--- config.mk ---
export PLATFORM = sky130hd
export DESIGN_NAME = dram_page_ctrl
export DESIGN_NICKNAME = d
export VERILOG_FILES = /design/src/rtl/dram_page_ctrl.sv
export SDC_FILE = /design/constraint.sdc
export NUM_CORES = 1
export LEC_CHECK = 0
export BUFFER_PORTS_ARGS = -buffer_cell sky130_fd_sc_hd__buf_4
export CAP_MARGIN = 20
export CORE_MARGIN = 2
export CORE_UTILIZATION = 30
export CTS_CLUSTER_DIAMETER = 120
export DETAILED_ROUTE_END_ITERATION = 8
export GPL_TIMING_DRIVEN = 0
export PLACE_DENSITY = 0.51
export SYNTH_ARGS = -nofsm -noshare
export SYNTH_HDL_FRONTEND = slang
export SYNTH_SLANG_ARGS = --single-unit
--- constraint.sdc ---
create_clock -name clk -period 2.5 [get_ports clk]
set_input_delay 0.125 -clock clk [delete_from_list [all_inputs] [get_ports clk]]
set_output_delay 0.125 -clock clk [all_outputs]
set_load 0.01 [all_outputs]
--- src/rtl/dram_page_ctrl.sv ---
module dram_page_ctrl #(
  parameter int ROW_W        = 4,
  parameter int COL_W        = 4,
  parameter int DATA_W       = 8,
  parameter int CNT_W        = 8,
  parameter int T_RCD        = 3,
  parameter int T_CAS        = 2,
  parameter int T_CP         = 2,
  parameter int T_RP         = 3,
  parameter int T_RFSH       = 4,
  parameter int T_PAGE_MAX   = 40,
  parameter int REF_INTERVAL = 64,
  localparam int HA = ROW_W + COL_W,
  localparam int AW = (ROW_W > COL_W) ? ROW_W : COL_W
) (
  input  logic              clk,
  input  logic              rst,
  input  logic              req_valid,
  input  logic              req_write,
  input  logic [HA-1:0]     req_addr,
  input  logic [DATA_W-1:0] req_wdata,
  output logic              req_ready,
  output logic              rd_valid,
  output logic [DATA_W-1:0] rd_data,
  output logic [AW-1:0]     dram_addr,
  output logic              dram_ras_n,
  output logic              dram_cas_n,
  output logic              dram_we_n,
  output logic              dram_oe_n,
  output logic [DATA_W-1:0] dram_dq_out,
  output logic              dram_dq_oe,
  input  logic [DATA_W-1:0] dram_dq_in
);

  typedef enum logic [2:0] {
    S_IDLE, S_ACT, S_OPEN, S_COLSET, S_CAS, S_CASPRE, S_PRE, S_REF
  } state_t;

  state_t           state;
  logic [CNT_W-1:0] cnt, page_timer, ref_timer;
  logic [ROW_W-1:0] open_row, ref_row;
  logic             ref_pend, fresh, op_wr;

  wire [ROW_W-1:0] req_row   = req_addr[HA-1:COL_W];
  wire [COL_W-1:0] req_col   = req_addr[COL_W-1:0];
  wire             hit       = req_valid && (req_row == open_row);
  wire             expired   = page_timer >= CNT_W'(T_PAGE_MAX);
  wire             close_now = (ref_pend || expired) && !(fresh && hit);
  wire             ref_tick  = ref_timer == CNT_W'(REF_INTERVAL - 1);
  wire             cnt_done  = cnt == '0;

  assign req_ready = (state == S_OPEN) && hit && !close_now;

  always_ff @(posedge clk) begin
    if (rst) begin
      state       <= S_IDLE;
      cnt         <= '0;
      page_timer  <= '0;
      ref_timer   <= '0;
      open_row    <= '0;
      ref_row     <= '0;
      ref_pend    <= 1'b0;
      fresh       <= 1'b0;
      op_wr       <= 1'b0;
      dram_addr   <= '0;
      dram_ras_n  <= 1'b1;
      dram_cas_n  <= 1'b1;
      dram_we_n   <= 1'b1;
      dram_oe_n   <= 1'b1;
      dram_dq_out <= '0;
      dram_dq_oe  <= 1'b0;
      rd_valid    <= 1'b0;
      rd_data     <= '0;
    end else begin
      rd_valid   <= 1'b0;
      ref_timer  <= ref_tick ? '0 : ref_timer + 1'b1;
      page_timer <= dram_ras_n ? '0 : page_timer + 1'b1;
      if (ref_tick) ref_pend <= 1'b1;
      case (state)
        S_IDLE: begin
          if (ref_pend) begin
            state      <= S_REF;
            dram_ras_n <= 1'b0;
            dram_addr  <= AW'(ref_row);
            cnt        <= CNT_W'(T_RFSH - 1);
            ref_pend   <= 1'b0;
          end else if (req_valid) begin
            state      <= S_ACT;
            dram_ras_n <= 1'b0;
            dram_addr  <= AW'(req_row);
            open_row   <= req_row;
            fresh      <= 1'b1;
            cnt        <= CNT_W'(T_RCD - 1);
          end
        end
        S_ACT: begin
          if (cnt_done) state <= S_OPEN;
          else cnt <= cnt - 1'b1;
        end
        S_OPEN: begin
          if (req_ready) begin
            state       <= S_COLSET;
            dram_addr   <= AW'(req_col);
            dram_we_n   <= !req_write;
            dram_oe_n   <= req_write;
            dram_dq_oe  <= req_write;
            dram_dq_out <= req_wdata;
            op_wr       <= req_write;
            fresh       <= 1'b0;
          end else if (close_now || (req_valid && !hit)) begin
            state      <= S_PRE;
            dram_ras_n <= 1'b1;
            cnt        <= CNT_W'(T_RP - 1);
          end
        end
        S_COLSET: begin
          state      <= S_CAS;
          dram_cas_n <= 1'b0;
          cnt        <= CNT_W'(T_CAS - 1);
        end
        S_CAS: begin
          if (cnt_done) begin
            state      <= S_CASPRE;
            dram_cas_n <= 1'b1;
            dram_we_n  <= 1'b1;
            dram_oe_n  <= 1'b1;
            dram_dq_oe <= 1'b0;
            cnt        <= CNT_W'(T_CP - 1);
            if (!op_wr) begin
              rd_valid <= 1'b1;
              rd_data  <= dram_dq_in;
            end
          end else cnt <= cnt - 1'b1;
        end
        S_CASPRE: begin
          if (cnt_done) state <= S_OPEN;
          else cnt <= cnt - 1'b1;
        end
        S_PRE: begin
          if (cnt_done) state <= S_IDLE;
          else cnt <= cnt - 1'b1;
        end
        S_REF: begin
          if (cnt_done) begin
            state      <= S_PRE;
            dram_ras_n <= 1'b1;
            ref_row    <= ref_row + 1'b1;
            cnt        <= CNT_W'(T_RP - 1);
          end else cnt <= cnt - 1'b1;
        end
        default: state <= S_IDLE;
      endcase
    end
  end

  AST_CAS_UNDER_RAS: assert property (@(posedge clk) disable iff (rst) !dram_cas_n |-> !dram_ras_n);
  AST_EARLY_WRITE: assert property (@(posedge clk) disable iff (rst) ($fell(dram_cas_n) && !dram_we_n) |-> $past(!dram_we_n));
  AST_EARLY_READ: assert property (@(posedge clk) disable iff (rst) ($fell(dram_cas_n) && !dram_oe_n) |-> $past(!dram_oe_n));
  AST_READY_IN_PAGE: assert property (@(posedge clk) disable iff (rst) req_ready |-> (!dram_ras_n && dram_cas_n));
  AST_PRECHARGE_MIN: assert property (@(posedge clk) disable iff (rst) ($rose(dram_ras_n) && (T_RP > 1)) |=> dram_ras_n);
  AST_RD_AFTER_CAS: assert property (@(posedge clk) disable iff (rst) rd_valid |-> (dram_cas_n && $past(!dram_cas_n)));
  AST_PAGE_BOUND: assert property (@(posedge clk) disable iff (rst) !dram_ras_n |-> (page_timer < CNT_W'(T_PAGE_MAX + T_CAS + T_CP + 2)));

endmodule

Yosys cells after proc, flatten, opt, wreduce, memory -nomap -nowiden
Cells that the tools add are included.
- register bits: 64
- input bits: 28
- $add $sub $neg: 4
- order comparisons: 1
- eq/ne operators: 21
- multiplexer cells: 42
- bitwise logic cells: 4
- reduce and logical (&&, ||, !) cells: 34
- operators by type and width (operator ; count):
    $mux 8 ; 7
    $pmux 8 s6 ; 1
    $mux 3 ; 8
    $pmux 3 s7 ; 1
    $add 8x1->8 const B ; 2
    $ne 2x2->1 const B ; 8
    $mux 1 ; 15
    $eq 3x3->1 const B ; 4
    $mux 4 ; 3
    $reduce_and 3->1 ; 4
    $pmux 1 s2 ; 5
    $eq 8x6->1 const B ; 1
    $ge 8x6->1 const B ; 1
    $logic_not 8->1 ; 1
    $pmux 4 s2 ; 1
    $reduce_and 4->1 ; 2
    $sub 8x1->8 const B ; 1
    $eq 3x2->1 const B ; 2
    $logic_and 1x1->1 ; 6
    $reduce_and 2->1 ; 3
    $reduce_and 6->1 ; 1
    $reduce_bool 2->1 ; 3
    $reduce_or 2->1 ; 3
    $reduce_or 3->1 ; 2
    other kinds (13) ; 21

Depth between registers and ports, before layout
- depth in word-level cells: 9
- mapped depth: 9
- mapped depth without buffers: 7

Worst setup path before layout
OpenSTA, ideal clock, no wires.
- kind: flip-flop to flip-flop
- start: register cnt[0]
- end: register cnt[0]
- setup time: 0.121 ns
- arrival: 1.901 ns
- data required time: 2.379 ns
- setup slack: 0.478 ns
- cell stages (with the launch flop): 10
- clock period less this slack: 2.022 ns
- cells stage by stage: dfxtp_1 > inv_1 > ha_1 > or3b_2 > buf_2 > a211oi_4 > nand2b_2 > buf_6 > nor2_4 > mux2_4
- word-level cells in the longest chain between the ends: 3
- RTL lines (element ; line ; source):
    from (decl) ; 40 ; logic [CNT_W-1:0] cnt, page_timer, ref_timer;
    from (signal assigned) ; 85 ; cnt <= CNT_W'(T_RFSH - 1);
    from (signal assigned) ; 93 ; cnt <= CNT_W'(T_RCD - 1);
    from (signal assigned) ; 98 ; else cnt <= cnt - 1'b1;
    $sub 8x1->8 / $logic_not 8->1 (equally long branches) ; -- ;
    $mux 8 (tied with other cells) ; 144 ; if (cnt_done) begin
    $pmux 8 s6 / $reduce_and 4->1 (equally long branches) ; -- ;
Parallel ways exist; a longest one is shown, timed or not. The select of a mux whose other input is x is not followed.
A chain may end at the register's enable or synchronous reset.

Final worst setup path
- start: register cnt[0]
- end: register cnt[4]
Same word-level chain as after synthesis.

==> impl_table.tex <==
\begin{tabular}{lr}
\hline
Metric & Value \\
\hline
\multicolumn{2}{l}{\textbf{Final layout}} \\
Number of nets in the final layout & 446 \\
Number of cells in the finished layout apart from fillers & roughly 550 \\
Number of fillers in the final layout & around 1100 \\
Layout cells sized above 1 & 24.9\% \\
Diode count & 0 \\
Area added between synthesis and finish & 26.7\% \\
\multicolumn{2}{l}{\textbf{Synth}} \\
Most frequently used flop master after synthesis & sky130\_fd\_sc\_hd\_\_dfxtp\_1 \\
Post-synthesis sequential element count & 64 \\
Cell count after synthesis & roughly 350 \\
Synth area leaders & sky130\_fd\_sc\_hd\_\_dfxtp\_1 41\%, sky130\_fd\_sc\_hd\_\_mux2i\_1 8.0\%, sky130\_fd\_sc\_hd\_\_nor2\_1 6.8\%, sky130\_fd\_sc\_hd\_\_xor2\_1 2.8\%, sky130\_fd\_sc\_hd\_\_xnor2\_1 2.5\% \\
Post-synthesis instance area & 0.00313 sq mm \\
Ys async rst share & 0\% \\
Cell accounting for the most synthesized area & sky130\_fd\_sc\_hd\_\_dfxtp\_1 \\
Count of flip-flops with a built-in enable after synthesis & 0 \\
Count of warnings emitted by yosys & 0 \\
Seq/Total Area, Yosys & approximately two fifths \\
Mapped Nets & $\sim$380 \\
Number of distinct standard cells referenced by the synthesized netlist & 56 \\
Per-instance average area after synthesis & roughly 9 sq um \\
Top-area cell type share of the netlist area & about two fifths \\
\multicolumn{2}{l}{\textbf{STA}} \\
Fin crit period & around 2.3 ns \\
Highest attainable clock frequency & $\sim$430 MHz \\
Least-Margin Pin Slew & $\sim$0.73 ns \\
Final setup TNS & 0 ns \\
Setup clock skew after layout & between 0.01 and 0.015 ns \\
Setup repair after global routing missed its margin & false \\
Share of the clock period used by the worst path & 92.4\% \\
Final worst hold slack & $\sim$0.009 ns \\
Hold Violations, Final & 0 \\
Worst slew margin relative to its limit & between 50 and 60\% \\
Number of setup violations in the final report & 0 \\
Number of max-slew violations in the final report & 0 \\
\multicolumn{2}{l}{\textbf{Worst setup path}} \\
Cell Chain, Critical Path & inv\_1 > ha\_1 > or3b\_2 > buf\_2 > nor3\_1 > nor2\_1 > o41ai\_2 > a21oi\_1 \\
Worst EP arrival & about 2.5 ns \\
Start-to-end type of the worst setup path & reg2reg \\
CP Capture Type & register \\
Category of cells accounting for the largest share of critical-path delay & compound AO/OA/AOI/OAI gates \\
Required arrival time at the worst endpoint & about 2.7 ns \\
Cell type of the slowest stage on the worst timing path & sky130\_fd\_sc\_hd\_\_o41ai\_2 \\
Biggest fanout along the worst timing path & 6 \\
Stage delay of the slowest cell on the critical path & 0.59 ns \\
Category of the worst setup path launch point & register \\
Buffers \& Inverters on Critical Path & 2 \\
\multicolumn{2}{l}{\textbf{Floorplanning}} \\
Overall die area & between 0.01 and 0.015 sq mm \\
Starting density of the core & about 30\% \\
IO Count & between 50 and 60 \\
Number of cell rows & 37 \\
Die Y & about 110 microns \\
Horiz. Die Dim & 106 microns \\
Area of the core & $\sim$0.010 sq mm \\
\multicolumn{2}{l}{\textbf{Job}} \\
Number of max-capacitance violations reported & 0 \\
\multicolumn{2}{l}{\textbf{Clock tree}} \\
Inserted Clock Buffers & 9 \\
Clock latency on the worst-skew pair & 0.35 ns \\
Buffer levels on the longest clock path & 2 \\
Clock sinks & 64 \\
Clk pin slew, worst setup/hold paths & $\sim$0.080 ns \\
TritonCTS clock tree & built \\
Root Buffer Master & sky130\_fd\_sc\_hd\_\_clkbuf\_8 \\
Deepest level of the CTS H-tree & 3 \\
\multicolumn{2}{l}{\textbf{Detailed routing}} \\
Antenna Nets Post-Route & 0 \\
DRC marker count from the first detailed-route iteration & between 90 and 100 \\
Routed Wire Length & about 7400 microns \\
Number of vias per cell & approximately 4.8 \\
Drt wl/cell & about 13 microns \\
Routed vias & around 2600 \\
DRC violations left & 0 \\
Detailed Routing Iterations Pass 1 & 4 \\
\multicolumn{2}{l}{\textbf{Global route}} \\
Largest net degree at the start of global routing & 13 \\
GR Util All Layers & between 10 and 15\% \\
Antenna violations before repair & 0 \\
Global route total overflow & 0 \\
Wire length of the first global-routing pass & between 10000 and 15000 microns \\
Number of global-route vias before repair & $\sim$2600 \\
\multicolumn{2}{l}{\textbf{Placed design}} \\
Routability Congestion & 0.786 \\
Number of buffers inserted by port buffering & 53 \\
HPWL Detailed & approximately 5500 microns \\
Inst Count DP & 534 \\
\multicolumn{2}{l}{\textbf{Pwr}} \\
P per Cell Area & approximately 1100 mW/mm\^{}2 \\
Power, Total & between 4 and 5 mW \\
Pleak & around 1.6 nW \\
Worst VDD drop & 0.637 mV \\
\multicolumn{2}{l}{\textbf{Min path}} \\
Path category of the worst min-delay check & in2reg \\
\multicolumn{2}{l}{\textbf{Outcome}} \\
Result of the run & complete, no violations \\
\hline
\end{tabular}
==> per-layer routing <==
metal | GRT usage, % | vias to the layer above | share of wire, %
li1 | - | 1333 | -
met1 | 17.3 | 1221 | 46
met2 | 22.2 | 71 | 45
met3 | 4.66 | 14 | 6.6
met4 | 4.89 | 0 | 1.7
met5 | 0 | - | 0
==> cell usage in the layout, fill, tap and decap left out, types with 7 or more instances in the layout <==
| master | count |
|---|---|
| sky130_fd_sc_hd__a21oi_1 | 15 |
| sky130_fd_sc_hd__buf_4 | 54 |
| sky130_fd_sc_hd__clkbuf_1 | 10 |
| sky130_fd_sc_hd__clkbuf_8 | 12 |
| sky130_fd_sc_hd__dfxtp_1 | 64 |
| sky130_fd_sc_hd__inv_1 | 11 |
| sky130_fd_sc_hd__mux2i_1 | 25 |
| sky130_fd_sc_hd__nand2_1 | 19 |
| sky130_fd_sc_hd__nand3_1 | 9 |
| sky130_fd_sc_hd__nor2_1 | 57 |
| sky130_fd_sc_hd__nor3_1 | 7 |
| sky130_fd_sc_hd__o21ai_0 | 15 |
| sky130_fd_sc_hd__xnor2_1 | 9 |
| sky130_fd_sc_hd__xor2_1 | 10 |
==> worst min-delay path, cell delays in order <==
cell	delay (ns)
sky130_fd_sc_hd__buf_4	0.08
sky130_fd_sc_hd__mux2i_1	0.05
sky130_fd_sc_hd__nor2_1	0.07
==> registers in the layout, indices dropped and copies added (netlist names), 3 cells and up <==
signal / count
page_timer: 8
ref_row: 4
open_row: 4
dram_dq_out: 8
state: 3
cnt: 8
ref_timer: 8
rd_data: 8
dram_addr: 4
==> final timing paths <==
kind	from	slack [ns]	cells past startpoint	end
max	cnt[0]	0.19	8	cnt[4]
min	dram_dq_in[3]	0.009	3	rd_data[3]
max reg2reg	cnt[0]	0.19	8	cnt[4]
min reg2reg	ref_timer[0]	0.45	1	ref_timer[0]
==> power breakdown <==
group	switching, mW	total (mW)	internal, mW
clock network	0.433	1.02	0.591
logic	1.05	1.94	0.883
registers	0.128	1.32	1.20
==> stage by stage <==
stage	util, %	cell area, sq um	setup WS, ns
floorplan	-	3130	0.478
finish	38.7	3960	0.190
detailed placement	36.1	3690	0.226
global placement	36.1	3690	0.268
global route	38.7	3960	0.0516
CTS	38.6	3950	0.168
==> synth_stat cells, drive strengths merged (2+ instances only) <==
| master | number |
|---|---|
| nand2 | 19 |
| nand3b | 4 |
| nand4 | 2 |
| a211oi | 5 |
| a21o | 2 |
| o21ai | 15 |
| inv | 12 |
| a31o | 4 |
| and4 | 4 |
| a22oi | 2 |
| buf | 9 |
| ha | 6 |
| and3 | 2 |
| o31ai | 6 |
| xor2 | 10 |
| xnor2 | 9 |
| nor3 | 8 |
| nor3b | 2 |
| or2 | 6 |
| dfxtp | 64 |
| nand2b | 3 |
| nand3 | 9 |
| or4 | 7 |
| clkbuf | 12 |
| nor4 | 4 |
| mux2i | 25 |
| nor2 | 58 |
| or3 | 7 |
| nor2b | 3 |
| a31oi | 2 |
| a21oi | 15 |
==> final cells by class <==
cell class	instances	area, sq um	area share [%]
Buffer	21	160	4.04
Clock buffer	10	138	3.48
Clock inverter	6	92.6	2.34
Inverter	12	45.0	1.14
Multi-Input combinational cell	248	1650	41.5
Sequential cell	64	1280	32.4
Tap cell	136	170	4.30
Timing Repair Buffer	56	428	10.8
==> kinds of logic (layout without fill, tap and decap cells) <==
group | count (synthesis) | count (layout) | synth area share, %
buffers and inverters | 33 | 105 | 6.57
XOR/XNOR | 19 | 19 | 5.32
AO/OA/AOI/OAI | 56 | 56 | 12.1
AND/OR/NAND/NOR | 141 | 141 | 24.1
flip-flops | 64 | 64 | 41.0
multiplexers | 26 | 26 | 8.49
adder cells (fa/ha/maj) | 6 | 6 | 2.40
==> what timing repair did <==
item	CTS	global route
buffers inserted	0	0
endpoints found under the setup margin	0	1
hold endpoints to repair	3	0
hold buffers	3	0
resized for setup	0	1
Power figures use the tool's default switching activity.
